File: config.mk
export PLATFORM = sky130hd
export DESIGN_NAME = eeprom_modid_reader
export DESIGN_NICKNAME = d
export VERILOG_FILES = /design/src/rtl/emr_pkg.sv /design/src/rtl/emr_sk_gen.sv /design/src/rtl/emr_modid_enc.sv /design/src/rtl/emr_frame_ctrl.sv /design/src/rtl/eeprom_modid_reader.sv
export SDC_FILE = /design/constraint.sdc
export NUM_CORES = 1
export LEC_CHECK = 0
export ABC_AREA = 1
export BUFFER_PORTS_ARGS = -buffer_cell sky130_fd_sc_hd__buf_2
export CAP_MARGIN = 5
export CORE_MARGIN = 4
export CORE_UTILIZATION = 52
export DETAILED_ROUTE_END_ITERATION = 8
export GPL_TIMING_DRIVEN = 0
export PLACE_DENSITY_LB_ADDON = 0.15
export SYNTH_ARGS = -nofsm -noshare
export SYNTH_HDL_FRONTEND = slang
export SYNTH_HIERARCHICAL = 1
export SYNTH_SLANG_ARGS = --single-unit
File: constraint.sdc
create_clock -name clk -period 1.64 [get_ports clk]
set_input_delay 0.328 -clock clk [delete_from_list [all_inputs] [get_ports clk]]
set_output_delay 0.328 -clock clk [all_outputs]
set_load 0.05 [all_outputs]
File: src/rtl/emr_pkg.sv
package emr_pkg;

  localparam int SEQ_LEN = 8;
  localparam int SLOT_W  = $clog2(SEQ_LEN);
  localparam int CODE_W  = 4;
  localparam int OPC_W   = 2;
  localparam logic [OPC_W-1:0] OPC_READ = 2'b10;

  typedef enum logic [1:0] {
    ST_IDLE,
    ST_SHIFT,
    ST_GAP
  } seq_state_e;

  // Johnson ring: entry index -> code
  function automatic logic [CODE_W-1:0] ring_code(input logic [SLOT_W-1:0] idx);
    logic [CODE_W-1:0] c;
    case (idx)
      3'd0:    c = 4'h7;
      3'd1:    c = 4'h3;
      3'd2:    c = 4'h1;
      3'd3:    c = 4'h0;
      3'd4:    c = 4'h8;
      3'd5:    c = 4'hC;
      3'd6:    c = 4'hE;
      default: c = 4'hF;
    endcase
    return c;
  endfunction

  // code -> entry index (codes off the ring map to 0)
  function automatic logic [SLOT_W-1:0] ring_index(input logic [CODE_W-1:0] code);
    logic [SLOT_W-1:0] i;
    case (code)
      4'h3:    i = 3'd1;
      4'h1:    i = 3'd2;
      4'h0:    i = 3'd3;
      4'h8:    i = 3'd4;
      4'hC:    i = 3'd5;
      4'hE:    i = 3'd6;
      4'hF:    i = 3'd7;
      default: i = 3'd0;
    endcase
    return i;
  endfunction

  // ring index that slot k must be sent to decode a '1'
  function automatic logic [SLOT_W-1:0] one_index(input logic [SLOT_W-1:0] slot);
    return SLOT_W'(SEQ_LEN - 1) - slot;
  endfunction

  // ring index for a '0': the bus idle value unless that is the '1' of the slot
  function automatic logic [SLOT_W-1:0] zero_index(input logic [SLOT_W-1:0] slot);
    return (slot == SLOT_W'(SEQ_LEN - 1)) ? SLOT_W'(1) : SLOT_W'(0);
  endfunction

  // value a given slot observes for a driven code
  function automatic logic [CODE_W-1:0] seen_code(input logic [CODE_W-1:0] code,
                                                  input logic [SLOT_W-1:0] slot);
    return ring_code(ring_index(code) + slot);
  endfunction

  // serial data-in decoded on the mezzanine
  function automatic logic decode_di(input logic [CODE_W-1:0] seen);
    return seen[0] & seen[3];
  endfunction

endpackage

File: src/rtl/emr_sk_gen.sv
module emr_sk_gen #(
  parameter int DIV = 8
) (
  input  logic clk,
  input  logic rst_n,
  input  logic run,
  input  logic sk_en,
  output logic sk,
  output logic ev_load,
  output logic ev_sample,
  output logic ev_end
);
  localparam int DIV_EFF = (DIV < 4) ? 4 : DIV;
  localparam int HALF    = DIV_EFF / 2;
  localparam int CW      = $clog2(DIV_EFF + 1);

  logic [CW-1:0] cnt;

  assign ev_load   = run && (cnt == CW'(0));
  assign ev_sample = run && (cnt == CW'(HALF));
  assign ev_end    = run && (cnt == CW'(DIV_EFF - 1));

  always_ff @(posedge clk) begin
    if (!rst_n || !run) begin
      cnt <= '0;
      sk  <= 1'b0;
    end else begin
      cnt <= ev_end ? '0 : cnt + 1'b1;
      if (sk_en && cnt == CW'(HALF - 1)) sk <= 1'b1;
      else if (ev_end)                   sk <= 1'b0;
    end
  end

  // length of the current high and low runs of the serial clock
  logic [CW-1:0] hi_run;
  logic [CW-1:0] lo_run;
  always_ff @(posedge clk) begin
    if (!rst_n) begin
      hi_run <= '0;
      lo_run <= CW'(HALF);
    end else begin
      hi_run <= sk ? hi_run + 1'b1 : '0;
      if (sk)                        lo_run <= '0;
      else if (lo_run != CW'(HALF))  lo_run <= lo_run + 1'b1;
    end
  end

  assert_sk_high_len_R6: assert property (@(posedge clk) disable iff (!rst_n)
    $fell(sk) |-> hi_run == CW'(DIV_EFF - HALF));

  assert_sk_low_len_R6: assert property (@(posedge clk) disable iff (!rst_n)
    $rose(sk) |-> lo_run == CW'(HALF));

endmodule

File: src/rtl/emr_modid_enc.sv
module emr_modid_enc
  import emr_pkg::*;
(
  input  logic [SLOT_W-1:0] slot,
  input  logic              bit_val,
  input  logic              active,
  output logic [CODE_W-1:0] code
);
  always_comb begin
    if (!active)      code = ring_code(SLOT_W'(0));
    else if (bit_val) code = ring_code(one_index(slot));
    else              code = ring_code(zero_index(slot));
  end
endmodule

File: src/rtl/emr_frame_ctrl.sv
module emr_frame_ctrl
  import emr_pkg::*;
#(
  parameter int DIV    = 8,
  parameter int ADDR_W = 6,
  parameter int DATA_W = 16
) (
  input  logic              clk,
  input  logic              rst_n,
  input  logic              start,
  input  logic [SLOT_W-1:0] slot_in,
  input  logic [ADDR_W-1:0] addr_in,
  input  logic              ee_do,
  input  logic              sk,
  input  logic              ev_load,
  input  logic              ev_sample,
  input  logic              ev_end,
  input  logic [CODE_W-1:0] code,
  output logic              run,
  output logic              sk_en,
  output logic              enc_active,
  output logic              tx_bit,
  output logic [SLOT_W-1:0] slot_q,
  output logic              cs,
  output logic [CODE_W-1:0] modid,
  output logic              busy,
  output logic              done,
  output logic [DATA_W-1:0] data
);
  localparam int FRAME_W  = 1 + OPC_W + ADDR_W;
  localparam int RX_START = FRAME_W + 1;
  localparam int TOTAL    = FRAME_W + 1 + DATA_W;
  localparam int BW       = $clog2(TOTAL + 1);
  localparam int DIV_EFF  = (DIV < 4) ? 4 : DIV;
  localparam int GW       = $clog2(DIV_EFF + 1);

  seq_state_e        state;
  logic [BW-1:0]     bitn;
  logic [FRAME_W-1:0] tx;
  logic [DATA_W-1:0] rx;

  assign run        = (state != ST_IDLE);
  assign sk_en      = (state == ST_SHIFT);
  assign enc_active = (state == ST_SHIFT);
  assign tx_bit     = tx[FRAME_W-1];
  assign busy       = run;

  always_ff @(posedge clk) begin
    if (!rst_n) begin
      state  <= ST_IDLE;
      bitn   <= '0;
      tx     <= '0;
      rx     <= '0;
      slot_q <= '0;
      cs     <= 1'b0;
      modid  <= ring_code(SLOT_W'(0));
      done   <= 1'b0;
      data   <= '0;
    end else begin
      done <= 1'b0;
      case (state)
        ST_IDLE: begin
          if (start) begin
            state  <= ST_SHIFT;
            slot_q <= slot_in;
            tx     <= {1'b1, OPC_READ, addr_in};
            bitn   <= '0;
          end
        end
        ST_SHIFT: begin
          if (ev_load) begin
            cs    <= 1'b1;
            modid <= code;
          end
          if (ev_sample && bitn >= BW'(RX_START))
            rx <= {rx[DATA_W-2:0], ee_do};
          if (ev_end) begin
            tx <= tx << 1;
            if (bitn == BW'(TOTAL - 1)) state <= ST_GAP;
            else                        bitn  <= bitn + 1'b1;
          end
        end
        ST_GAP: begin
          if (ev_load) begin
            cs    <= 1'b0;
            modid <= code;
          end
          if (ev_end) begin
            state <= ST_IDLE;
            done  <= 1'b1;
            data  <= rx;
          end
        end
        default: state <= ST_IDLE;
      endcase
    end
  end

  // consecutive deselected cycles, saturating; reset counts as a full gap
  logic [GW-1:0] cs_low_run;
  always_ff @(posedge clk) begin
    if (!rst_n)                           cs_low_run <= GW'(DIV_EFF);
    else if (cs)                          cs_low_run <= '0;
    else if (cs_low_run != GW'(DIV_EFF))  cs_low_run <= cs_low_run + 1'b1;
  end

  assert_modid_sk_low_R7: assert property (@(posedge clk) disable iff (!rst_n)
    !$stable(modid) |-> !sk && !$past(sk));

  assert_cs_sk_low_R7: assert property (@(posedge clk) disable iff (!rst_n)
    !$stable(cs) |-> !sk && !$past(sk));

  assert_sk_needs_cs_R8: assert property (@(posedge clk) disable iff (!rst_n)
    sk |-> cs);

  assert_sample_while_high_R5: assert property (@(posedge clk) disable iff (!rst_n)
    (ev_sample && state == ST_SHIFT) |-> sk && cs);

  assert_cs_gap_R9: assert property (@(posedge clk) disable iff (!rst_n)
    (cs && !$past(cs)) |-> cs_low_run == GW'(DIV_EFF));

  assert_done_pulse_R10: assert property (@(posedge clk) disable iff (!rst_n)
    done |=> !done);

  assert_start_ignored_R10: assert property (@(posedge clk) disable iff (!rst_n)
    (busy && start) |=> $stable(slot_q));

endmodule

File: src/rtl/eeprom_modid_reader.sv
module eeprom_modid_reader
  import emr_pkg::*;
#(
  parameter int DIV    = 8,
  parameter int ADDR_W = 6,
  parameter int DATA_W = 16
) (
  input  logic              clk,
  input  logic              rst_n,
  input  logic              start_i,
  input  logic [SLOT_W-1:0] slot_i,
  input  logic [ADDR_W-1:0] addr_i,
  input  logic              ee_do_i,
  output logic              busy_o,
  output logic              done_o,
  output logic [DATA_W-1:0] data_o,
  output logic              ee_cs_o,
  output logic              ee_sk_o,
  output logic [CODE_W-1:0] modid_o
);
  logic              run, sk_en, enc_active, tx_bit;
  logic              ev_load, ev_sample, ev_end;
  logic [SLOT_W-1:0] slot_q;
  logic [CODE_W-1:0] next_code;

  emr_sk_gen #(.DIV(DIV)) u_sk (
    .clk       (clk),
    .rst_n     (rst_n),
    .run       (run),
    .sk_en     (sk_en),
    .sk        (ee_sk_o),
    .ev_load   (ev_load),
    .ev_sample (ev_sample),
    .ev_end    (ev_end)
  );

  emr_modid_enc u_enc (
    .slot    (slot_q),
    .bit_val (tx_bit),
    .active  (enc_active),
    .code    (next_code)
  );

  emr_frame_ctrl #(.DIV(DIV), .ADDR_W(ADDR_W), .DATA_W(DATA_W)) u_ctrl (
    .clk        (clk),
    .rst_n      (rst_n),
    .start      (start_i),
    .slot_in    (slot_i),
    .addr_in    (addr_i),
    .ee_do      (ee_do_i),
    .sk         (ee_sk_o),
    .ev_load    (ev_load),
    .ev_sample  (ev_sample),
    .ev_end     (ev_end),
    .code       (next_code),
    .run        (run),
    .sk_en      (sk_en),
    .enc_active (enc_active),
    .tx_bit     (tx_bit),
    .slot_q     (slot_q),
    .cs         (ee_cs_o),
    .modid      (modid_o),
    .busy       (busy_o),
    .done       (done_o),
    .data       (data_o)
  );

  // what each slot decodes from the bus right now
  logic [SEQ_LEN-1:0] slot_sees_one;
  for (genvar k = 0; k < SEQ_LEN; k++) begin : g_slot_view
    assign slot_sees_one[k] = decode_di(seen_code(modid_o, SLOT_W'(k)));
  end

  assert_one_bit_R3: assert property (@(posedge clk) disable iff (!rst_n)
    (ee_cs_o && ee_sk_o && tx_bit) |-> slot_sees_one[slot_q]);

  assert_zero_bit_R4: assert property (@(posedge clk) disable iff (!rst_n)
    (ee_cs_o && ee_sk_o && !tx_bit) |-> !slot_sees_one[slot_q]);

  assert_single_decoder_R3: assert property (@(posedge clk) disable iff (!rst_n)
    ee_cs_o |-> $countones(slot_sees_one) == 1);

endmodule

# Yosys cells after proc, flatten, opt, wreduce, memory -nomap -nowiden

Cells that the tools add are included.

Flip-flop bits (word level): 62
Input port bits: 13
Output and inout port bits: 24
Word-level logic and storage cells: 91

Add/sub/neg operators: 3
Magnitude comparators: 1
Equality and inequality tests: 26
Multiplexer cells: 23
Reductions and logical operators: 27

Operators with widths:

| cell                                                                                 | number |
|---|---|
| 4-bit case mux with 7 select lines                                                   | 2 |
| 3-bit == test (second input constant)                                                | 7 |
| 9-bit 2-to-1 mux                                                                     | 2 |
| 9-bit case mux with 2 select lines                                                   | 1 |
| 5-bit 2-to-1 mux                                                                     | 3 |
| 3-bit by 2-bit == test with 1-bit output (second input constant)                     | 4 |
| 2-bit inequality test (second input constant)                                        | 6 |
| 5-bit case mux with 2 select lines                                                   | 1 |
| 2-bit AND reduction                                                                  | 5 |
| 4-bit by 3-bit == test with 1-bit output (second input constant)                     | 2 |
| 2-bit 2-to-1 mux                                                                     | 4 |
| 4-bit 2-to-1 mux                                                                     | 2 |
| 4-bit AND reduction                                                                  | 2 |
| 2-bit nonzero test                                                                   | 4 |
| 3-bit by 1-bit == test with 1-bit output (second input constant)                     | 2 |
| 3-bit logical NOT                                                                    | 2 |
| 1-bit 2-to-1 mux                                                                     | 6 |
| 2-bit case mux with 3 select lines                                                   | 1 |
| 3-bit AND reduction                                                                  | 2 |
| 5-bit by 1-bit adder with 5-bit output (second input constant)                       | 1 |
| 5-bit == test (second input constant)                                                | 1 |
| 5-bit by 4-bit greater-or-equal comparator with 1-bit output (second input constant) | 1 |
| 1-bit logical AND                                                                    | 5 |
| 4-bit by 1-bit adder with 4-bit output (second input constant)                       | 1 |
| 11 further kinds                                                                     | 13 |

# Logic depth before layout (Yosys ltp)

Gate-level depths: netlist of the first run.

Depth after elaboration: 6
Mapped depth: 16
Depth with buffers taken out: 15

# By module

Netlist of the first run, hierarchy kept.

Modules (own cells, without submodules):

| module         | instances | cells an instance | area each (sq um) | sequential area each (sq um) |
|---|---|---|---|---|
| emr_frame_ctrl | 1         | 342               | 2,541.2           | 1,141.1 |
| emr_sk_gen     | 1         | 38                | 261.5             | 100.1 |
| emr_modid_enc  | 1         | 23                | 88.8              | 0.0 |

# Worst setup path after synthesis of the first run

Ideal clock, no wire load.

Path kind: reg-to-reg
Start point: register u_ctrl.state[0]
End point: register u_ctrl.bitn[2]
Setup time: 110 ps
Arrival time: 1,981 ps
Required time: 1,530 ps
Setup slack: -452 ps
Stages on the path, launching flop included: 17
Path buffers: 2
Period minus slack after synthesis: 2,092 ps
Cells stage by stage: dfxtp_1 inv_1 ha_1 inv_1 buf_4 nand2_1 inv_1 nand2_2 inv_1 inv_1 nand2_1 nand2_1 nor2_4 buf_4 nand3_1 nand2_1 nor2_1

Cells in the longest elaborated chain, start to end: 4
Elaborated cells between the ends (all ways): 10
Those cells by class: 4 x eq/ne; 1 x mux; 5 x reduce/logical

Ends and longest elaborated chain:

| what                                   | RTL line                  | source |
|---|---|---|
| from (decl)                            | emr_frame_ctrl.sv:37      | `seq_state_e state;` |
| from (signal assigned)                 | emr_frame_ctrl.sv:50      | `state <= ST_IDLE;` |
| from (signal assigned)                 | emr_frame_ctrl.sv:64      | `state <= ST_SHIFT;` |
| from (signal assigned)                 | emr_frame_ctrl.sv:79      | `if (bitn == BW'(TOTAL - 1)) state <= ST_GAP;` |
| 2-bit nonzero test                     | emr_frame_ctrl.sv:42      | `assign run = (state != ST_IDLE);` |
| net busy_o                             | eeprom_modid_reader.sv:14 | `output logic busy_o,` |
| 1-bit logical AND                      | emr_sk_gen.sv:21          | `assign ev_end = run && (cnt == CW'(DIV_EFF - 1));` |
| net ev_end                             | eeprom_modid_reader.sv:22 | `logic ev_load, ev_sample, ev_end;` |
| 2-bit inequality test (no source line) | --                        |  |
| 4-bit AND reduction (no source line)   | --                        |  |
| to (signal assigned)                   | emr_frame_ctrl.sv:80      | `else bitn <= bitn + 1'b1;` |
| to (decl)                              | emr_frame_ctrl.sv:38      | `logic [BW-1:0] bitn;` |

The timed path passes the listed nets, and every way through them passes these cells.
A chain may end at the register's enable or synchronous reset.

# Final worst setup path of the first run

Start point: register u_ctrl.state[0]
End point: register u_ctrl.tx[6]

Cells in the longest elaborated chain, start to end: 4
Elaborated cells between the ends (all ways): 9
Those cells by class: 3 x eq/ne; 1 x mux; 5 x reduce/logical

Ends and longest elaborated chain:

| what                                   | RTL line                  | source |
|---|---|---|
| 2-bit nonzero test                     | emr_frame_ctrl.sv:42      |  |
| 1-bit logical AND                      | emr_sk_gen.sv:21          |  |
| net ev_end                             | eeprom_modid_reader.sv:22 |  |
| 2-bit inequality test (no source line) | --                        |  |
| 3-bit AND reduction (no source line)   | --                        |  |
| to (signal assigned)                   | emr_frame_ctrl.sv:66      | `tx <= {1'b1, OPC_READ, addr_in};` |
| to (signal assigned)                   | emr_frame_ctrl.sv:78      | `tx <= tx << 1;` |
| to (decl)                              | emr_frame_ctrl.sv:39      | `logic [FRAME_W-1:0] tx;` |

The timed path passes the listed nets, and every way through them passes these cells.

==> results of run 1 <==
==> power breakdown <==
group          leakage (nW)  switching (mW)  internal (mW)
logic                  1.00           0.689          0.390
registers             0.504          0.0908           1.62
clock network         0.115           0.558          0.925
==> area by class of cell <==
cell class                      instances  area, um2  area share [%]
Clock inverter                          4       70.1            1.94
Buffer                                 18        159            4.41
Timing Repair Buffer                   47        284            7.88
Clock buffer                           11        151            4.20
Inverter                               50        198            5.49
Sequential cell                        62       1240            34.5
Tap cell                               70       87.6            2.43
Multi-Input combinational cell        272       1410            39.1
==> state kept, by name (all words and copies together), names as in the netlist <==
register       flops
u_ctrl/bitn        5
u_ctrl/state       2
u_sk/sk            1
u_ctrl/modid       4
u_ctrl/done        1
u_ctrl/cs          1
u_ctrl/data       16
u_sk/cnt           4
u_ctrl/slot_q      3
u_ctrl/tx          9
u_ctrl/rx         16
==> through the flow <==
stage | std cells | utilization, %
2_1_floorplan | 403 | -
3_3_place_gp | 509 | 61.4
3_5_place_dp | 509 | 61.4
4_1_cts | 530 | 66.7
5_1_grt | 534 | 68.8
6_report | 534 | 68.8
==> tightest hold or removal path, stage by stage <==
cell and delay (ns):
buf_2 0.07, a21oi_1 0.05, nor2_1 0.08
==> Yosys cell counts <==
| master | count | share of area [%] |
|---|---|---|
| nand2_1 | 81 | 11 |
| buf_4 | 8 | 2.1 |
| o21ai_0 | 30 | 5.2 |
| dfxtp_1 | 62 | 43 |
| nor2_1 | 70 | 9.1 |
| inv_2 | 2 | 0.26 |
| nor2_4 | 1 | 0.39 |
| clkinv_1 | 1 | 0.13 |
| buf_6 | 2 | 0.78 |
| nand3_4 | 1 | 0.61 |
| a21oi_1 | 40 | 6.9 |
| inv_1 | 47 | 6.1 |
| nor2_2 | 1 | 0.22 |
| nand2_2 | 3 | 0.65 |
| clkbuf_1 | 5 | 0.65 |
| o211ai_1 | 1 | 0.26 |
| ha_1 | 8 | 3.5 |
| nand3_2 | 15 | 5.2 |
| nand4_1 | 3 | 0.65 |
| buf_2 | 4 | 0.69 |
| xnor2_1 | 1 | 0.30 |
| nand3_1 | 16 | 2.8 |
| o21ai_1 | 1 | 0.17 |
==> cells by family (layout without fill, tap and decap cells) <==
family / Yosys count / after routing / share of synthesized area, %
XOR/XNOR: 1 / 1 / 0.303
buffers and inverters: 69 / 130 / 10.7
adder cells (fa/ha/maj): 8 / 8 / 3.46
flip-flops: 62 / 62 / 42.9
AO/OA/AOI/OAI: 72 / 72 / 12.5
AND/OR/NAND/NOR: 191 / 191 / 30.1
==> routing by layer <==
layer	routed length [um]	GRT usage, %	vias to the layer above	share of wire, %
li1	-	-	1381	-
met1	3250	28.7	1224	49
met2	3070	33.3	55	46
met3	312	6.40	6	4.7
met4	64	7.68	0	0.96
met5	0	0	-	0
==> path summary, 6_finish.rpt <==
| check | startpoint | endpoint | slack [ns] | depth (start not counted) |
|---|---|---|---|---|
| hold reg to reg | u_sk/cnt[0] | u_sk/cnt[0] | 0.46 | 1 |
| setup / recovery | u_ctrl/state[0] | u_ctrl/tx[6] | 0.02 | 14 |
| hold / removal | addr_i[0] | u_ctrl/tx[0] | 0.24 | 3 |
| setup reg to reg | u_ctrl/state[0] | u_ctrl/tx[6] | 0.02 | 14 |
==> placed cells by master (no fill, tap or decap), types with 2 or more instances in the layout <==
cell type	n
nand3_2	17
inv_2	9
nand2_1	77
ha_2	2
nand3_1	14
ha_1	5
o21ai_2	2
inv_1	38
buf_4	14
clkinvlp_4	2
nor2_2	3
o21ai_0	19
nand4_1	3
nand2_2	5
nor2_1	68
clkbuf_1	3
nand2_4	2
dfxtp_1	59
o21ai_1	10
a21oi_2	2
buf_8	2
clkbuf_8	11
dfxtp_2	3
buf_6	7
clkinv_2	2
buf_2	37
bufinv_16	2
a21oi_1	38
==> timing repair <==
item / CTS / global route
setup buffers: 6 / 3
pin swaps: 3 / 11
endpoints found under the setup margin: 32 / 33
gates resized for setup: 7 / 23
cloned: 1 / 1
==> metrics.cfg, run 1 <==
[drt]
dr.pass1.iters = 6
drtAntennaViolNets = 0
routed_wl_mm = 6.70
vias = 2666
post-route-drc-count = 0
avgViaCountPerCell = 4.99
drt_iter0_markers = 159
avgRoutedWirePerCell_um = 12.5

[synth]
synth.distinct_cells = 23
syn-cell-area_um2 = 2890
ys_seq_area_share_pct = 42.9
syn-num-nets = 424
yosys_warnings = 6
syn_area_per_cell_um2 = 7.17
synthCells = 403
ys_seq_elements = 62

[final_layout]
n_antenna_cell = 0
area_delta_synth_final_pct = 24.6
n_fill_cell = 450
drive_gt1_share_pct = 27.6
final_nets = 481
fin_area_um2 = 3600

[setup_path]
slowest_stage = dfxtp_2
crit_family = simple AND/OR/NAND/NOR gates
cp-end-kind = register
max_stage_delay_ns = 0.34
path_cells = inv_2, ha_4, clkinvlp_4, nand2_2, inv_2, nand2_2, inv_2, inv_2, nand2_2, nand2_4, nor2_4, buf_6, nand3_2, a21oi_2
critPathMostFrequentCell = inv_2
setup.worst_path.start_class = register
path_class = reg2reg
cp.required_ns = 1.91
worst_ep_arrival_time_ns = 1.90
cp.buffers_inverters = 6
path_max_fanout = 5

[grt]
track_usage_pct = 21.6
grt_pass1_wl_mm = 11.2
antenna_found_initial = 0
grt_max_degree = 11
grt_remaining_overflow = 0
grt_pass1_vias = 2489

[clock_network]
cts_tree = done
clk_path_buf_depth = 2
cts_buffers = 9
path_clk_slew_ns = 0.07
htreeDepth = 3
postCtsHoldBufs = 0
clkLatencyLatePin_ns = 0.34
cts_sinks = 62
clockRootBuffer = clkbuf_8

[sta]
fmax_mhz = 616
relSlewSlack_pct = 64.3
period_share_pct = 99.0
drv_slew = 0
layout_setup_ws_ns = 0.0172
tns_ns = 0
period_needed_ns = 1.62
holdWs_ns = 0.241
rsz0062_at_grt = yes
finalHoldViolations = 0
setup_viol = 0
worstMarginPinSlew_ns = 0.535
fin_skew_ns = 0.00921

[placed_design]
hpwl_mm = 4.50
dpl_cell_area_um2 = 3220
gp_congestion = 0.812
port_buffers = 36
pre_cts_ws_ns = -0.246

[power_and_ir_drop]
power_density_nw_per_um2 = 1190
leakagePower_nw = 1.62
max-vdd-ir-drop_mv = 0.855
finalPower_mw = 4.28

[floorplanning]
fp.dieArea_um2 = 6820
core_um2 = 5240
start_util_pct = 55.2
placementRows = 26
boundaryPins = 37
die_height_um = 82.6
die_w_um = 82.6

[flow_run]
maxCapViolCount = 0

[hold_path]
hp-class = in2reg

[run_status]
outcome = complete, no violations

Power figures use the tool's default switching activity.
==> run 2: changes to the inputs <==
--- a/config.mk
+++ b/config.mk
@@ -9,7 +9,7 @@
 export BUFFER_PORTS_ARGS = -buffer_cell sky130_fd_sc_hd__buf_2
 export CAP_MARGIN = 5
 export CORE_MARGIN = 4
-export CORE_UTILIZATION = 52
+export CORE_UTILIZATION = 28
 export DETAILED_ROUTE_END_ITERATION = 8
 export GPL_TIMING_DRIVEN = 0
 export PLACE_DENSITY_LB_ADDON = 0.15
==> constraint.sdc (replaced) <==
create_clock -name clk -period 1.65 [get_ports clk]
set_input_delay 0.33 -clock clk [delete_from_list [all_inputs] [get_ports clk]]
set_output_delay 0.33 -clock clk [all_outputs]
set_load 0.05 [all_outputs]
==> run 2 against run 1 <==
Against the previous run:
- the run now ends with setup timing left
- die area is 76% higher
- routed wire length is 11% higher
- design area increased by 7.3%
- combinational power is 9% higher
- worst setup slack got worse by 0.086 ns
- hold slack worse by 0.0013 ns
- clock skew is 0.0021 ns lower
- sequential share of layout area fell by 2.4 points
- clock power decreased by 8%
- sequential power about the same
- global-route usage shrank 8.3 points
- cell count is 14% higher
- critical path type unchanged
- critical endpoint is now u_ctrl/rx[14]
- largest power group unchanged
==> metrics.cfg, run 2 (synthesis results as in run 1) <==
[hold_path]
holdPathEnd = u_ctrl/tx[0]  ; unchanged
holdPathStages = 3  ; unchanged
hp-start = addr_i[0]  ; unchanged
hp-class = in2reg  ; unchanged

[setup_path]
setup.worst_path.start_class = register  ; unchanged
cp-end-kind = register  ; unchanged
path_cells = inv_2, ha_4, clkinvlp_4, buf_6, buf_4, buf_6, inv_2, nor2_1, nand2_1, inv_4, buf_12, a21oi_1, nor2_1  ; was inv_2, ha_4, clkinvlp_4, nand2_2, inv_2, nand2_2, inv_2, inv_2, nand2_2, nand2_4, nor2_4, buf_6, nand3_2, a21oi_2
slowest_stage = dfxtp_2  ; unchanged
cp.required_ns = 1.89  ; was 1.91 ns
path_class = reg2reg  ; unchanged
reg2reg_from = u_ctrl/state[1]  ; was u_ctrl/state[0]
reg2reg_setup_slack_ns = -0.07  ; was 0.02 ns
worst_ep_arrival_time_ns = 1.95  ; was 1.90 ns
reg2reg_depth = 13  ; was 14
max_stage_delay_ns = 0.33  ; was 0.34 ns
path_max_fanout = 10  ; was 5
timing.rr.end = u_ctrl/rx[14]  ; was u_ctrl/tx[6]

[sta]
layout_setup_ws_ns = -0.0692  ; was 0.0172 ns
rsz0062_at_grt = yes  ; unchanged
holdWs_ns = 0.240  ; was 0.241 ns
relSlewSlack_pct = 57.8  ; was 64.3%
fin_skew_ns = 0.00715  ; was 0.00921 ns
period_share_pct = 104  ; was 99.0%
worstMarginPinSlew_ns = 0.633  ; was 0.535 ns
drv_slew = 0  ; unchanged
fmax_mhz = 582  ; was 616 MHz
period_needed_ns = 1.72  ; was 1.62 ns
finalHoldViolations = 0  ; unchanged
setup_viol = 30  ; was 0

[placed_design]
gp_congestion = 0.744  ; was 0.812
pre_cts_ws_ns = -0.301  ; was -0.246 ns
hpwl_mm = 4.92  ; was 4.50 mm
place_inst = 572  ; was 509
port_buffers = 36  ; unchanged

[final_layout]
fin_cells = 608  ; was 534
area_delta_synth_final_pct = 33.7  ; was 24.6%
top_regs = u_ctrl/data (16), u_ctrl/rx (16), u_ctrl/tx (9)  ; unchanged
layout_common_cells = nand2_1, nor2_1, dfxtp_1  ; unchanged
layout_commonest_cell = nand2_1  ; unchanged
n_antenna_cell = 0  ; unchanged
n_fill_cell = 1088  ; was 450
layout.area.seq_um2 = 1240  ; about the same
multi_input_area_um2 = 1490  ; was 1410 um2
drive_gt1_share_pct = 32.6  ; was 27.6%
final_nets = 491  ; was 481
utilization_pct = 39.0  ; was 68.8%

[power_and_ir_drop]
finalPower_mw = 4.24  ; was 4.28 mW
power_density_nw_per_um2 = 1100  ; was 1190 nW/um2
leakagePower_nw = 1.69  ; was 1.62 nW
max-vdd-ir-drop_mv = 0.398  ; was 0.855 mV

[clock_network]
clk_path_buf_depth = 2  ; unchanged
postCtsHoldBufs = 0  ; unchanged
clockRootBuffer = clkbuf_8  ; unchanged
cts_tree = done  ; unchanged
path_clk_slew_ns = 0.07  ; about the same
cts_sinks = 62  ; unchanged
cts_buffers = 9  ; unchanged
htreeDepth = 3  ; unchanged
clkLatencyLatePin_ns = 0.34  ; about the same

[floorplanning]
fp.dieArea_um2 = 12000  ; was 6820 um2
start_util_pct = 29.2  ; was 55.2%
boundaryPins = 37  ; unchanged
die_height_um = 110  ; was 82.6 um
placementRows = 36  ; was 26
die_w_um = 110  ; was 82.6 um
core_um2 = 9910  ; was 5240 um2

[drt]
dr.pass1.iters = 4  ; was 6
vias = 2633  ; was 2666
post-route-drc-count = 0  ; unchanged
drt_iter0_markers = 126  ; was 159
routed_wl_mm = 7.46  ; was 6.70 mm
drtAntennaViolNets = 0  ; unchanged
avgViaCountPerCell = 4.33  ; was 4.99
avgRoutedWirePerCell_um = 12.3  ; was 12.5 um

[run_status]
outcome = finished with violations  ; was complete, no violations
violations = setup timing

[grt]
antenna_found_initial = 0  ; unchanged
grt_max_degree = 12  ; was 11
track_usage_pct = 13.3  ; was 21.6%
grt_pass1_wl_mm = 12.3  ; was 11.2 mm
grt_pass1_vias = 2536  ; was 2489
grt_remaining_overflow = 0  ; unchanged

[flow_run]
maxCapViolCount = 0  ; unchanged

## run 2: cell types whose count changed in the layout (fill, tap and decap cells not counted), moves of 3 or more
cell and change:
nor2_1 -5, buf_4 +7, nand2_1 -3, nor2_2 +3, o21ai_0 -7, o21ai_1 +6, a21oi_2 +8, nand2_2 +3
a21oi_1 -8
## run 2: power breakdown
part	switching (mW)	internal (mW)
clock	0.625	0.733
sequential	0.0893	1.61
combinational	0.724	0.457
total	1.44	2.80
## run 2: metal layers
layer / part of all wire, % / global-route usage (%) / routed length (um)
met1: 50 / 18.0 / 3760
met2: 45 / 20.4 / 3360
met3: 3.2 / 2.88 / 240
met4: 1.4 / 5.70 / 108
met5: 0 / 0 / 0
## run 2: repair_timing
item	4_1_cts	5_1_grt
pin swaps	6	11
endpoints found under the hold margin	0	0
gates resized for setup	18	50
buffers inserted	11	6
gates cloned	1	2
setup endpoints to repair	32	54
## run 2: area by class of cell
cell class,instances,share of cell area (%)
Multi-Input combinational cell,272,38.4
Clock buffer,10,3.56
Buffer,19,4.95
Clock inverter,6,1.59
Timing Repair Buffer,56,9.91
Tap cell,133,4.31
Sequential cell,62,32.2
Inverter,50,5.08
## run 2: how the worst max path moves through the flow
stage / end / slack, ns / start
floorplan: u_ctrl/tx[0] / -0.17 / u_ctrl/state[1]
global placement: u_ctrl/data[6] / -0.29 / u_ctrl/state[1]
detailed placement: u_ctrl/data[7] / -0.30 / u_ctrl/state[1]
CTS: u_ctrl/bitn[2] / -0.07 / u_ctrl/state[1]
global route: u_ctrl/state[0] / -0.21 / u_ctrl/state[1]
finish: u_ctrl/rx[14] / -0.07 / u_ctrl/state[1]
## run 2: critical path, delay by kind of cell (launching register included)
kind / cells / cell delay, ns
AO/OA/AOI/OAI: 1 / 0.14
flip-flops: 1 / 0.33
buffers and inverters: 8 / 0.79
AND/OR/NAND/NOR: 3 / 0.20
adder cells (fa/ha/maj): 1 / 0.15
## run 2: metrics by stage
step | TNS, ns | instance area [um2]
finish | -1.08 | 3860
global route | -6.02 | 3860
CTS | -0.688 | 3630
detailed placement | -4.88 | 3300
global placement | -4.68 | 3300
floorplan | -4.15 | 2950
